<file path="src/rtl/dma_arb_pkg.sv">
package dma_arb_pkg;
  typedef enum logic [1:0] {
    ST_IDLE = 2'd0,
    ST_WAIT = 2'd1,
    ST_OWN  = 2'd2,
    ST_GAP  = 2'd3
  } arb_state_t;
endpackage

</file>
<file path="src/rtl/dma_req_sync.sv">
module dma_req_sync #(
  parameter int W      = 4,
  parameter int STAGES = 2
) (
  input  logic         clk,
  input  logic         rst,
  input  logic [W-1:0] din,
  output logic [W-1:0] dout
);
  logic [W-1:0] pipe [STAGES];

  always_ff @(posedge clk) begin
    if (rst) pipe[0] <= '0;
    else     pipe[0] <= din;
  end

  generate
    for (genvar s = 1; s < STAGES; s++) begin : g_stage
      always_ff @(posedge clk) begin
        if (rst) pipe[s] <= '0;
        else     pipe[s] <= pipe[s-1];
      end
    end
  endgenerate

  assign dout = pipe[STAGES-1];
endmodule

</file>
<file path="src/rtl/dma_prio_pick.sv">
module dma_prio_pick #(
  parameter int W = 4
) (
  input  logic [W-1:0] req,
  output logic [W-1:0] pick,
  output logic         any
);
  always_comb begin
    logic found;
    found = 1'b0;
    pick  = '0;
    for (int i = 0; i < W; i++) begin
      if (req[i] && !found) begin
        pick[i] = 1'b1;
        found   = 1'b1;
      end
    end
    any = found;
  end
endmodule

</file>
<file path="src/rtl/dma_grant_fsm.sv">
module dma_grant_fsm
  import dma_arb_pkg::*;
#(
  parameter int NCH = 4
) (
  input  logic           clk,
  input  logic           rst,
  input  logic [NCH-1:0] sreq,
  input  logic [NCH-1:0] mask,
  input  logic [NCH-1:0] casc,
  input  logic           eng_done,
  input  logic           hold_ack,
  output logic           hold_req,
  output logic [NCH-1:0] ack,
  output logic           drv
);
  arb_state_t     state_q, state_d;
  logic [NCH-1:0] owner_q, owner_d;
  logic           casc_q, casc_d;
  logic [NCH-1:0] elig, pick_oh;
  logic           pick_any, release_now;

  assign elig = sreq & ~mask;

  dma_prio_pick #(.W(NCH)) u_pick (
    .req  (elig),
    .pick (pick_oh),
    .any  (pick_any)
  );

  // pass-through owners leave when their request goes; ordinary owners on engine pulse
  assign release_now = casc_q ? ~|(sreq & owner_q) : eng_done;

  always_comb begin
    state_d = state_q;
    owner_d = owner_q;
    casc_d  = casc_q;
    unique case (state_q)
      ST_IDLE: begin
        if (pick_any) begin
          state_d = ST_WAIT;
          owner_d = pick_oh;
          casc_d  = |(pick_oh & casc);
        end
      end
      ST_WAIT: begin
        if (hold_ack) state_d = ST_OWN;
      end
      ST_OWN: begin
        if (release_now) state_d = ST_GAP;
      end
      ST_GAP: begin
        if (pick_any) begin
          owner_d = pick_oh;
          casc_d  = |(pick_oh & casc);
          state_d = hold_ack ? ST_OWN : ST_WAIT;
        end else begin
          state_d = ST_IDLE;
          owner_d = '0;
          casc_d  = 1'b0;
        end
      end
      default: state_d = ST_IDLE;
    endcase
  end

  always_ff @(posedge clk) begin
    if (rst) begin
      state_q  <= ST_IDLE;
      owner_q  <= '0;
      casc_q   <= 1'b0;
      hold_req <= 1'b0;
      ack      <= '0;
      drv      <= 1'b0;
    end else begin
      state_q  <= state_d;
      owner_q  <= owner_d;
      casc_q   <= casc_d;
      hold_req <= (state_d != ST_IDLE);
      ack      <= (state_d == ST_OWN) ? owner_d : '0;
      drv      <= (state_d == ST_OWN) && !casc_d;
    end
  end
endmodule

</file>
<file path="src/rtl/dma_cascade_arb.sv">
module dma_cascade_arb #(
  parameter int NCH         = 4,
  parameter int SYNC_STAGES = 2
) (
  input  logic           clk,
  input  logic           rst,
  input  logic [NCH-1:0] chan_req,
  input  logic [NCH-1:0] chan_mask,
  input  logic [NCH-1:0] chan_casc,
  input  logic           eng_done,
  input  logic           hold_ack_i,
  output logic           hold_req_o,
  output logic [NCH-1:0] chan_ack,
  output logic           drive_en
);
  logic [NCH-1:0] req_sync;

  dma_req_sync #(.W(NCH), .STAGES(SYNC_STAGES)) u_sync (
    .clk  (clk),
    .rst  (rst),
    .din  (chan_req),
    .dout (req_sync)
  );

  dma_grant_fsm #(.NCH(NCH)) u_fsm (
    .clk      (clk),
    .rst      (rst),
    .sreq     (req_sync),
    .mask     (chan_mask),
    .casc     (chan_casc),
    .eng_done (eng_done),
    .hold_ack (hold_ack_i),
    .hold_req (hold_req_o),
    .ack      (chan_ack),
    .drv      (drive_en)
  );
endmodule

</file>
<file path="config.mk">
export PLATFORM = sky130hd
export DESIGN_NAME = dma_cascade_arb
export DESIGN_NICKNAME = d
export VERILOG_FILES = /design/src/rtl/dma_arb_pkg.sv /design/src/rtl/dma_req_sync.sv /design/src/rtl/dma_prio_pick.sv /design/src/rtl/dma_grant_fsm.sv /design/src/rtl/dma_cascade_arb.sv
export SDC_FILE = /design/constraint.sdc
export NUM_CORES = 1
export LEC_CHECK = 0
export BUFFER_PORTS_ARGS = -buffer_cell sky130_fd_sc_hd__buf_2
export CORE_MARGIN = 4
export CORE_UTILIZATION = 45
export CTS_BUF_LIST = sky130_fd_sc_hd__clkbuf_4
export DETAILED_ROUTE_END_ITERATION = 10
export HOLD_SLACK_MARGIN = 0.1
export PLACE_DENSITY = 0.7
export SLEW_MARGIN = 0
export SYNTH_ARGS = -nofsm -noshare
export SYNTH_HDL_FRONTEND = slang
export SYNTH_SLANG_ARGS = --single-unit
</file>
<file path="constraint.sdc">
create_clock -name clk -period 2.1 [get_ports clk]
set_input_delay 0.105 -clock clk [delete_from_list [all_inputs] [get_ports clk]]
set_output_delay 0.105 -clock clk [all_outputs]
set_load 0.01 [all_outputs]
</file>
---- Yosys cells after proc, flatten, opt, wreduce, memory -nomap -nowiden ----
Memories as Yosys holds them, arrays and structs flattened.
Cells that the tools add are included.
cells by class
  mux-type cells .......................... 25
  bitwise logic cells ..................... 7
  equal/unequal tests ..................... 4
  reductions and logical operators ........ 14
operators by type and width
  cell                number
  $mux 4              4
  $mux 1              13
  $and 4x4->4         3
  $mux 2              5
  $pmux 2 s4          1
  $pmux 4 s2          1
  $reduce_or 4->1     2
  $eq 2x2->1 const B  3
  $logic_not 1->1     5
  $logic_and 1x1->1   4
  $not 4->4           1
  $eq 2x1->1 const B  1
  $logic_not 2->1     1
  $or 1x1->1          2
  $pmux 1 s2          1
  $reduce_bool 2->1   1
  $reduce_or 2->1     1
  $not 1->1           1
word-level totals
  memories ................................ 1
  bits in writable memories ............... 8
  flip-flop bits (word level) ............. 13
  input port bits ......................... 16
  output and inout bits ................... 6
  logic and storage cells ................. 57
memories
  memory       words  bits a word  read ports  clocked after Yosys merged registers in  write ports  RTL line            source
  u_sync.pipe  2      4            2           0                                        2            dma_req_sync.sv:10  logic [W-1:0] pipe [STAGES];

---- Depth between registers and ports, before layout ----
Gate-level depths: netlist of run 1.
  depth in word-level cells ............... 18
  mapped depth ............................ 7
  depth with buffers taken out ............ 7

---- Cells and area by module ----
From an unflattened synthesis of run 1, not the netlist that was laid out.
unflattened totals
  cell total of the unflattened synthesis .. 90
  area total of the unflattened synthesis .. 867.1 um^2
by module, submodules not included
  module         instances  area each (um^2)  sequential area each (um^2)  cells an instance
  dma_grant_fsm  1          619.3             260.2                        69
  dma_req_sync   1          210.2             160.2                        16
  dma_prio_pick  1          37.5              0.0                          5

---- Least setup slack after synthesis of run 1 ----
No wires, ideal clock.
  kind .................................... reg2reg
  start point ............................. register u_fsm.state_q[1]
  end point ............................... register u_fsm.hold_req
  cell stages (with the launch flop) ...... 7
  data required time ...................... 1,980 ps
  library setup time ...................... 120 ps
  setup slack ............................. 598 ps
  period minus slack after synthesis ...... 1,502 ps
  path buffers ............................ 0
  arrival ................................. 1,382 ps
  cells stage by stage .................... dfxtp_1 > inv_1 > ha_1 > o21a_1 > o31a_1 > or2_1 > or2_1
on the way
  longest elaborated chain between the ends .. 3
  elaborated cells on any way between the ends .. 9
RTL lines
  element                             RTL line             source
  start, declared                     dma_grant_fsm.sv:17  arb_state_t state_q, state_d;
  start signal, assigned              dma_grant_fsm.sv:76  state_q <= state_d;
  $eq 2x2->1 (tied with other cells)  dma_grant_fsm.sv:38  unique case (state_q)
  $pmux 2 s4 (*)                      dma_grant_fsm.sv:38
  $reduce_bool 2->1 (*)               dma_grant_fsm.sv:79  hold_req <= (state_d != ST_IDLE);
  end signal, assigned                dma_grant_fsm.sv:79
  end, declared                       dma_grant_fsm.sv:13  output logic hold_req,
Every way passes the cells marked *; elsewhere a longest branch is shown, timed or not.
A chain may end at the register's enable or synchronous reset.

---- Worst setup path after layout of run 1 ----
  start point ............................. register u_fsm.state_q[0]
  end point ............................... register u_fsm.ack[3]
on the way
  longest elaborated chain between the ends .. 5
  elaborated cells on any way between the ends .. 12
RTL lines
  element                             RTL line             source
  $eq 2x2->1 (tied with other cells)  dma_grant_fsm.sv:38
  $pmux 2 s4                          dma_grant_fsm.sv:38
  $eq 2x2->1                          dma_grant_fsm.sv:80  ack <= (state_d == ST_OWN) ? owner_d : '0;
  $not 1->1 (no line)                 -
  $reduce_or 2->1 (no line)           -
  end signal, assigned                dma_grant_fsm.sv:80
  end, declared                       dma_grant_fsm.sv:14  output logic [NCH-1:0] ack,
Several ways; a longest one is shown, not always the timed one.

==> summary.txt, run 1 <==
Synth
  • Top-area cell type share of the netlist area: 46.6%
  • Ys flop type: dfxtp_1
  • Synthesized netlist net count: 115
  • Asr flop ratio synth: 0%
  • Yosys top cell by area: dfxtp_1
  • Syn_area_per_cell: 9.50 sq um
  • Mapped cell area: 902 sq um
  • Synth Warn #: 0
  • Post-synth EDFFs: 0
  • Post-synthesis register bit count: 21
  • Library cells used by synthesis: 33
  • Synth Instances: 95
  • Seq/Total Area, Yosys: 46.6%
  • Leading post-synthesis cells by cell area: dfxtp_1, nor2b_1, ha_1, nor2_1, nand2b_1

Clock network
  • Deepest clock path buffer count: 2
  • Setup bufs post-CTS: 0
  • Clk slew on worst S/H paths: 0.10 ns
  • Root buf cell: clkbuf_4
  • CTS tree: yes
  • Post_cts resized: 0
  • Worst skew pair latency: 0.29 ns
  • # H-tree levels: 1
  • Sink Count: 21
  • Num CTS Buffers: 3

Floorplanning
  • Total core area: 1820 sq um
  • Die Area: 2790 sq um
  • I/O Pins: 22
  • Row count: 15
  • Die X: 52.8 microns
  • Chip Height: 52.8 microns
  • Initial Util: 49.6%

Placed design
  • Routability cong.: 0.931
  • Area after DPL: 1020 sq um
  • Post-Place Setup Slack: 0.471 ns
  • Port bufs: 21
  • Placed cells: 139
  • Hpwl dp: 1470 microns

Setup path
  • FF-to-FF path depth: 7
  • Reg-to-reg slack, setup: 0.43 ns
  • Type of origin of the critical path: flip-flop
  • CP Buf/Inv Count: 1
  • Crit. End Element: flip-flop
  • Crit-path cells: inv_1 -> ha_1 -> nor3b_1 -> o21ai_0 -> a21oi_1 -> a21oi_1 -> nor2_1
  • Most frequent CP cell: a21oi_1
  • Crit path DAT: 1.89 ns
  • Critical path class: reg -> reg
  • Slowest stage cell on the critical path: dfxtp_1
  • R2R Path Start: u_fsm.state_q[0]
  • Top delay family on crit path: flip-flops
  • Maximum fanout along the worst path: 6
  • RR Endpoint: u_fsm.ack[3]
  • CP peak stage delay: 0.45 ns
  • Critical path required time: 2.33 ns

STA
  • Final Hold Vio Count: 0
  • Max-slew headroom: 73.4%
  • Clk_skew: 0.00297 ns
  • Tmin final: 1.67 ns
  • Final Cycle Share: 79.3%
  • Worst-Margin Slew: 0.399 ns
  • Fmax: 600 MHz
  • Fin Setup TNS: 0 ns
  • Max-slew violation count: 0
  • Slack of the critical path: 0.434 ns
  • RSZ-0062 raised after global routing: false
  • Count of final setup violators: 0
  • Hold_ws: 0.156 ns

Job
  • Max Cap Viol: 0

Power and ir drop
  • Peak VDD IR: 560 uV
  • P_leak: 0.477 nW
  • Total power: 785 uW
  • Power Density: 720 nW/um^2

Worst hold path
  • Hold endpoint: u_fsm.owner_q[3]
  • Min-Delay Path Depth: 2
  • Hold crit path type: in -> reg
  • Hold Crit Start: rst

GRT
  • Grt ovf: 0
  • First-pass GRT wire length: 3080 microns
  • Initial antenna violation count: 0
  • Total GRT Usage: 15.1%
  • Pin count of the biggest net entering global routing: 17
  • Vias in the first global route: 719

Layout
  • Area growth from synthesis to layout: 20.9%
  • Ant. Diodes: 0
  • Layout Cell Area excl Fill: 1090 sq um
  • Final Core Density: 59.9%
  • Nets: 143
  • Fin cells: 147
  • Share of post-route cells with drive strength above 1: 23.8%

Route
  • Vias per inst: 5.03
  • Post-Route WL: 1850 microns
  • DRT antenna net count: 0
  • Via count: 739
  • Drc violations: 0
  • First DRT Iteration DRCs: 30
  • Wire per inst: 12.6 microns
  • DR pass1 iterations: 4

Run status
  • Run status: completed
-- power by group --
part / total [mW] / internal (mW) / switching, mW / leakage (nW)
registers: 0.440 / 0.423 / 0.0172 / 0.172
logic: 0.165 / 0.0722 / 0.0924 / 0.287
clock network: 0.180 / 0.0707 / 0.110 / 0.0177
total: 0.785 / 0.566 / 0.219 / 0.477
-- worst max path at each step --
| stage | depth (start not counted) | slack (ns) | end | start |
|---|---|---|---|---|
| 2_1_floorplan | 6 | 0.60 | u_fsm.hold_req | u_fsm.state_q[1] |
| 3_3_place_gp | 5 | 0.50 | u_fsm.hold_req | u_fsm.state_q[0] |
| 3_5_place_dp | 5 | 0.47 | u_fsm.hold_req | u_fsm.state_q[0] |
| 4_1_cts | 6 | 0.45 | u_fsm.hold_req | u_fsm.state_q[1] |
| 5_1_grt | 6 | 0.28 | u_fsm.ack[2] | u_fsm.state_q[1] |
| 6_report | 7 | 0.43 | u_fsm.ack[3] | u_fsm.state_q[0] |
-- logic make-up (layout without fill, tap and decap cells) --
logic type | count (synthesis) | count (layout) | share of synthesized area, %
adders and majority gates | 4 | 4 | 5.55
and+or+nand+nor | 46 | 46 | 27.7
buffers and inverters | 6 | 33 | 3.33
AOI/OAI and AO/OA | 17 | 17 | 15.7
muxes | 1 | 1 | 1.11
DFF | 21 | 21 | 46.6
-- sequential cells by signal, summed over array words and instances (netlist names) --
signal          cells
u_sync.pipe         8
u_fsm.ack           4
u_fsm.owner_q       4
u_fsm.state_q       2
u_fsm.casc_q        1
u_fsm.drv           1
u_fsm.hold_req      1
-- cell type report --
type,count,area [sq um]
repair buffers,25,145
flip-flops and latches,21,420
clock inverters,1,5.00
multi-input cells,68,452
well taps,25,31.3
fillers,181,729
clock buffers,3,22.5
inverters,4,15.0
-- placed cells by master (no fill, tap or decap) --
| master | n |
|---|---|
| buf_2 | 21 |
| dfxtp_1 | 21 |
| nor2_1 | 13 |
| nor2b_1 | 11 |
| nand2b_1 | 5 |
| inv_1 | 4 |
| a22oi_1 | 4 |
| nand2_1 | 4 |
| ha_1 | 4 |
| dlygate4sd3_1 | 4 |
| clkbuf_4 | 3 |
| nand4_1 | 2 |
| nor3_1 | 2 |
| a21oi_1 | 2 |
| or2_1 | 2 |
| o21bai_1 | 1 |
| and3_2 | 1 |
| and2b_1 | 1 |
| a222oi_1 | 1 |
| a311o_1 | 1 |
| a41oi_1 | 1 |
| nand3b_1 | 1 |
| a211oi_2 | 1 |
| o21a_1 | 1 |
| a41oi_2 | 1 |
| o31a_1 | 1 |
| nor4_1 | 1 |
| o22ai_1 | 1 |
| nor3b_1 | 1 |
| o21ai_0 | 1 |
| nand3_1 | 1 |
| and3b_2 | 1 |
| mux2i_1 | 1 |
| o311ai_0 | 1 |
| clkinv_2 | 1 |
-- layer usage --
layer | global-route usage (%) | wire length, microns
met5 | 0 | 0
met4 | 6.38 | 16
met3 | 2.56 | 57
met2 | 24.6 | 832
met1 | 19.5 | 941
-- synthesized netlist by cell type, types with 2 or more instances --
cell type / instances
nor2_1: 13
a21oi_1: 2
nor2b_1: 11
inv_1: 4
nand4_1: 2
a22oi_1: 4
nand2_1: 4
dfxtp_1: 21
nand2b_1: 5
ha_1: 4
or2_1: 2
nor3_1: 2
-- worst register-to-register path: stages, from the launching register on --
cell and delay [ns]:
dfxtp_1 0.45, inv_1 0.09, ha_1 0.35, nor3b_1 0.26
o21ai_0 0.11, a21oi_1 0.16, a21oi_1 0.08, nor2_1 0.10
-- repair_timing --
| action | CTS | global route |
|---|---|---|
| hold buffers | 4 | 0 |
| hold endpoints to repair | 4 | 0 |
| endpoints found under the setup margin | 0 | 0 |
Power figures use the tool's default switching activity.
==> run 2: changes to the inputs <==
Clock period 2.1 ns to 1.69 ns, I/O delays scaled along.
==> run 2 against run 1 <==
Against the previous run:
- utilization is 2.1 points higher
- clock skew is 0.0076 ns higher
- worst setup slack lost 0.33 ns
- via count is 4.3% higher
- first-iteration DRC count is 63% lower
- die area unchanged
- sequential power grew 25%
- highest routed layer unchanged
- final area up 3.6%
==> summary.txt, run 2 (synthesized netlist as in run 1, its figures left out) <==
Run status
  • Run status: completed

Placed design
  • Routability cong.: 0.906 (-2.6%)
  • Hpwl dp: 1410 microns (-4.3%)
  • Port bufs: 21 (unchanged)

Power and ir drop
  • Clk network pwr share: 23.0% (about the same)
  • Power Density: 898 nW/um^2 (+25%)
  • Net Sw Frac: 29.6% (+1.6 points)
  • Comb power frac: 22.9% (+1.9 points)
  • P_leak: 0.485 nW (+1.8%)
  • Flop pwr share: 54.1% (-2.0 points)
  • Peak VDD IR: 719 uV (+28%)
  • Sw power: 300 uW (+37%)
  • Int Pwr: 715 uW (+26%)

Layout
  • Area growth from synthesis to layout: 25.2%
  • Share of post-route cells with drive strength above 1: 30.1% (+6.3 points)
  • Ant. Diodes: 0 (unchanged)
  • Nets: 144 (+0.70%)
  • Flip-flop count of the largest register after layout: 8 (unchanged)
  • Commonest cells after routing, fill and taps aside: buf_2, dfxtp_1, nor2_1
  • Final Core Density: 62.1% (+2.1 points)
  • Commonest non-fill, non-tap cell in the layout: buf_2
  • Largest regs: u_sync.pipe: 8 flops, u_fsm.ack: 4 flops, u_fsm.owner_q: 4 flops
  • Largest register by flop count: u_sync.pipe

Setup path
  • Critical path required time: 1.88 ns (-0.45 ns)
  • Slowest stage cell on the critical path: dfxtp_2
  • CP Buf/Inv Count: 1 (unchanged)
  • Crit-path cells: inv_1 -> ha_1 -> o21a_1 -> o31a_1 -> or2_1 -> or2_1
  • Crit. End Element: flip-flop
  • Maximum fanout along the worst path: 4 (-2)
  • Top delay family on crit path: simple AND/OR/NAND/NOR gates
  • Type of origin of the critical path: flip-flop
  • Most frequent CP cell: or2_1
  • CP peak stage delay: 0.37 ns (-0.08 ns)
  • Crit path DAT: 1.78 ns (-0.11 ns)
  • Critical path class: reg -> reg

Floorplanning
  • I/O Pins: 22 (unchanged)
  • Total core area: 1820 sq um (unchanged)
  • Row count: 15 (unchanged)
  • Chip Height: 52.8 microns (unchanged)
  • Initial Util: 49.6% (unchanged)
  • Die X: 52.8 microns (unchanged)
  • Die Area: 2790 sq um (unchanged)

STA
  • Final Hold Vio Count: 0 (unchanged)
  • Final Cycle Share: 94.0% (+15 points)
  • Clk_skew: 0.0106 ns (+0.00761 ns)
  • Fmax: 629 MHz (+4.8%)
  • Fin Setup TNS: 0 ns (unchanged)
  • Max-slew violation count: 0 (unchanged)
  • Worst-Margin Slew: 0.331 ns (-0.0681 ns)
  • Max-slew headroom: 77.7% (+4.3 points)
  • Tmin final: 1.59 ns (-0.0768 ns)
  • Count of final setup violators: 0 (unchanged)

GRT
  • First-pass GRT wire length: 3270 microns (+6.0%)
  • Grt ovf: 0 (unchanged)
  • Pin count of the biggest net entering global routing: 17 (unchanged)
  • Vias in the first global route: 755 (+5.0%)
  • Initial antenna violation count: 0 (unchanged)
  • Total GRT Usage: 16.0% (+0.93 points)

Worst hold path
  • Hold crit path type: in -> reg

Clock network
  • Worst skew pair latency: 0.30 ns (about the same)
  • Sink Count: 21 (unchanged)
  • Clk slew on worst S/H paths: 0.12 ns (+0.02 ns)
  • Num CTS Buffers: 3 (unchanged)
  • CTS tree: yes
  • # H-tree levels: 1 (unchanged)
  • Root buf cell: clkbuf_4
  • Deepest clock path buffer count: 2 (unchanged)

Route
  • Drc violations: 0 (unchanged)
  • DR pass1 iterations: 4 (unchanged)
  • DRT antenna net count: 0 (unchanged)
  • Vias per inst: 5.21 (+3.6%)
  • Via count: 771 (+4.3%)
  • First DRT Iteration DRCs: 11 (-63%)
  • Wire per inst: 12.9 microns (+2.6%)
  • Post-Route WL: 1910 microns (+3.3%)

Job
  • Max Cap Viol: 0 (unchanged)
run 2: path summary, 6_finish.rpt:
kind	startpoint	to	slack (ns)	cells after the start
setup / recovery	u_fsm.state_q[1]	u_fsm.hold_req	0.10	6
hold / removal	rst	u_fsm.owner_q[1]	0.15	2
hold reg to reg	u_sync.pipe[0][3]	u_sync.pipe[1][3]	0.46	1
setup reg to reg	u_fsm.state_q[1]	u_fsm.hold_req	0.10	6
run 2: timing repair:
item | CTS | global route
endpoints found under the hold margin | 4 | 0
hold buffers | 4 | 0
endpoints found under the setup margin | 0 | 10
buffers inserted | 0 | 0
gates resized for setup | 0 | 8
run 2: stage by stage:
step | std cells | hold WS [ns] | area [sq um] | total power, mW | setup WS, ns
3_5_place_dp | 140 | 0.302 | 1030 | 0.757 | 0.0886
2_1_floorplan | 95 | 0.156 | 902 | 0.695 | 0.188
3_3_place_gp | 140 | 0.293 | 1030 | 0.749 | 0.127
4_1_cts | 148 | 0.132 | 1100 | 0.993 | 0.0686
5_1_grt | 148 | 0.136 | 1130 | 1.09 | -0.0197
6_report | 148 | 0.146 | 1130 | 1.01 | 0.101
run 2: layout make-up:
class | count | area, sq um
Multi-Input combinational cell | 68 | 480
Clock buffer | 3 | 22.5
Clock inverter | 1 | 5.00
Timing Repair Buffer | 26 | 153
Sequential cell | 21 | 423
Fill cell | 151 | 691
Inverter | 4 | 15.0
Tap cell | 25 | 31.3
run 2: metal layers:
metal | vias up | routed length, microns | track usage [%]
met1 | 351 | 897 | 19.9
met2 | 27 | 877 | 25.4
met3 | 4 | 104 | 4.27
met4 | 0 | 28 | 7.66
met5 | - | 0 | 0
li1 | 389 | - | -
run 2: power groups by stage:
stage | Sequential (mW) | Clock, mW | Combinational [mW]
after global placement | 0.556 | 0 | 0.192
after detailed placement | 0.558 | 0 | 0.199
after global routing | 0.556 | 0.271 | 0.260
after floorplan | 0.557 | 0 | 0.138
after CTS | 0.547 | 0.239 | 0.207
final | 0.550 | 0.233 | 0.232
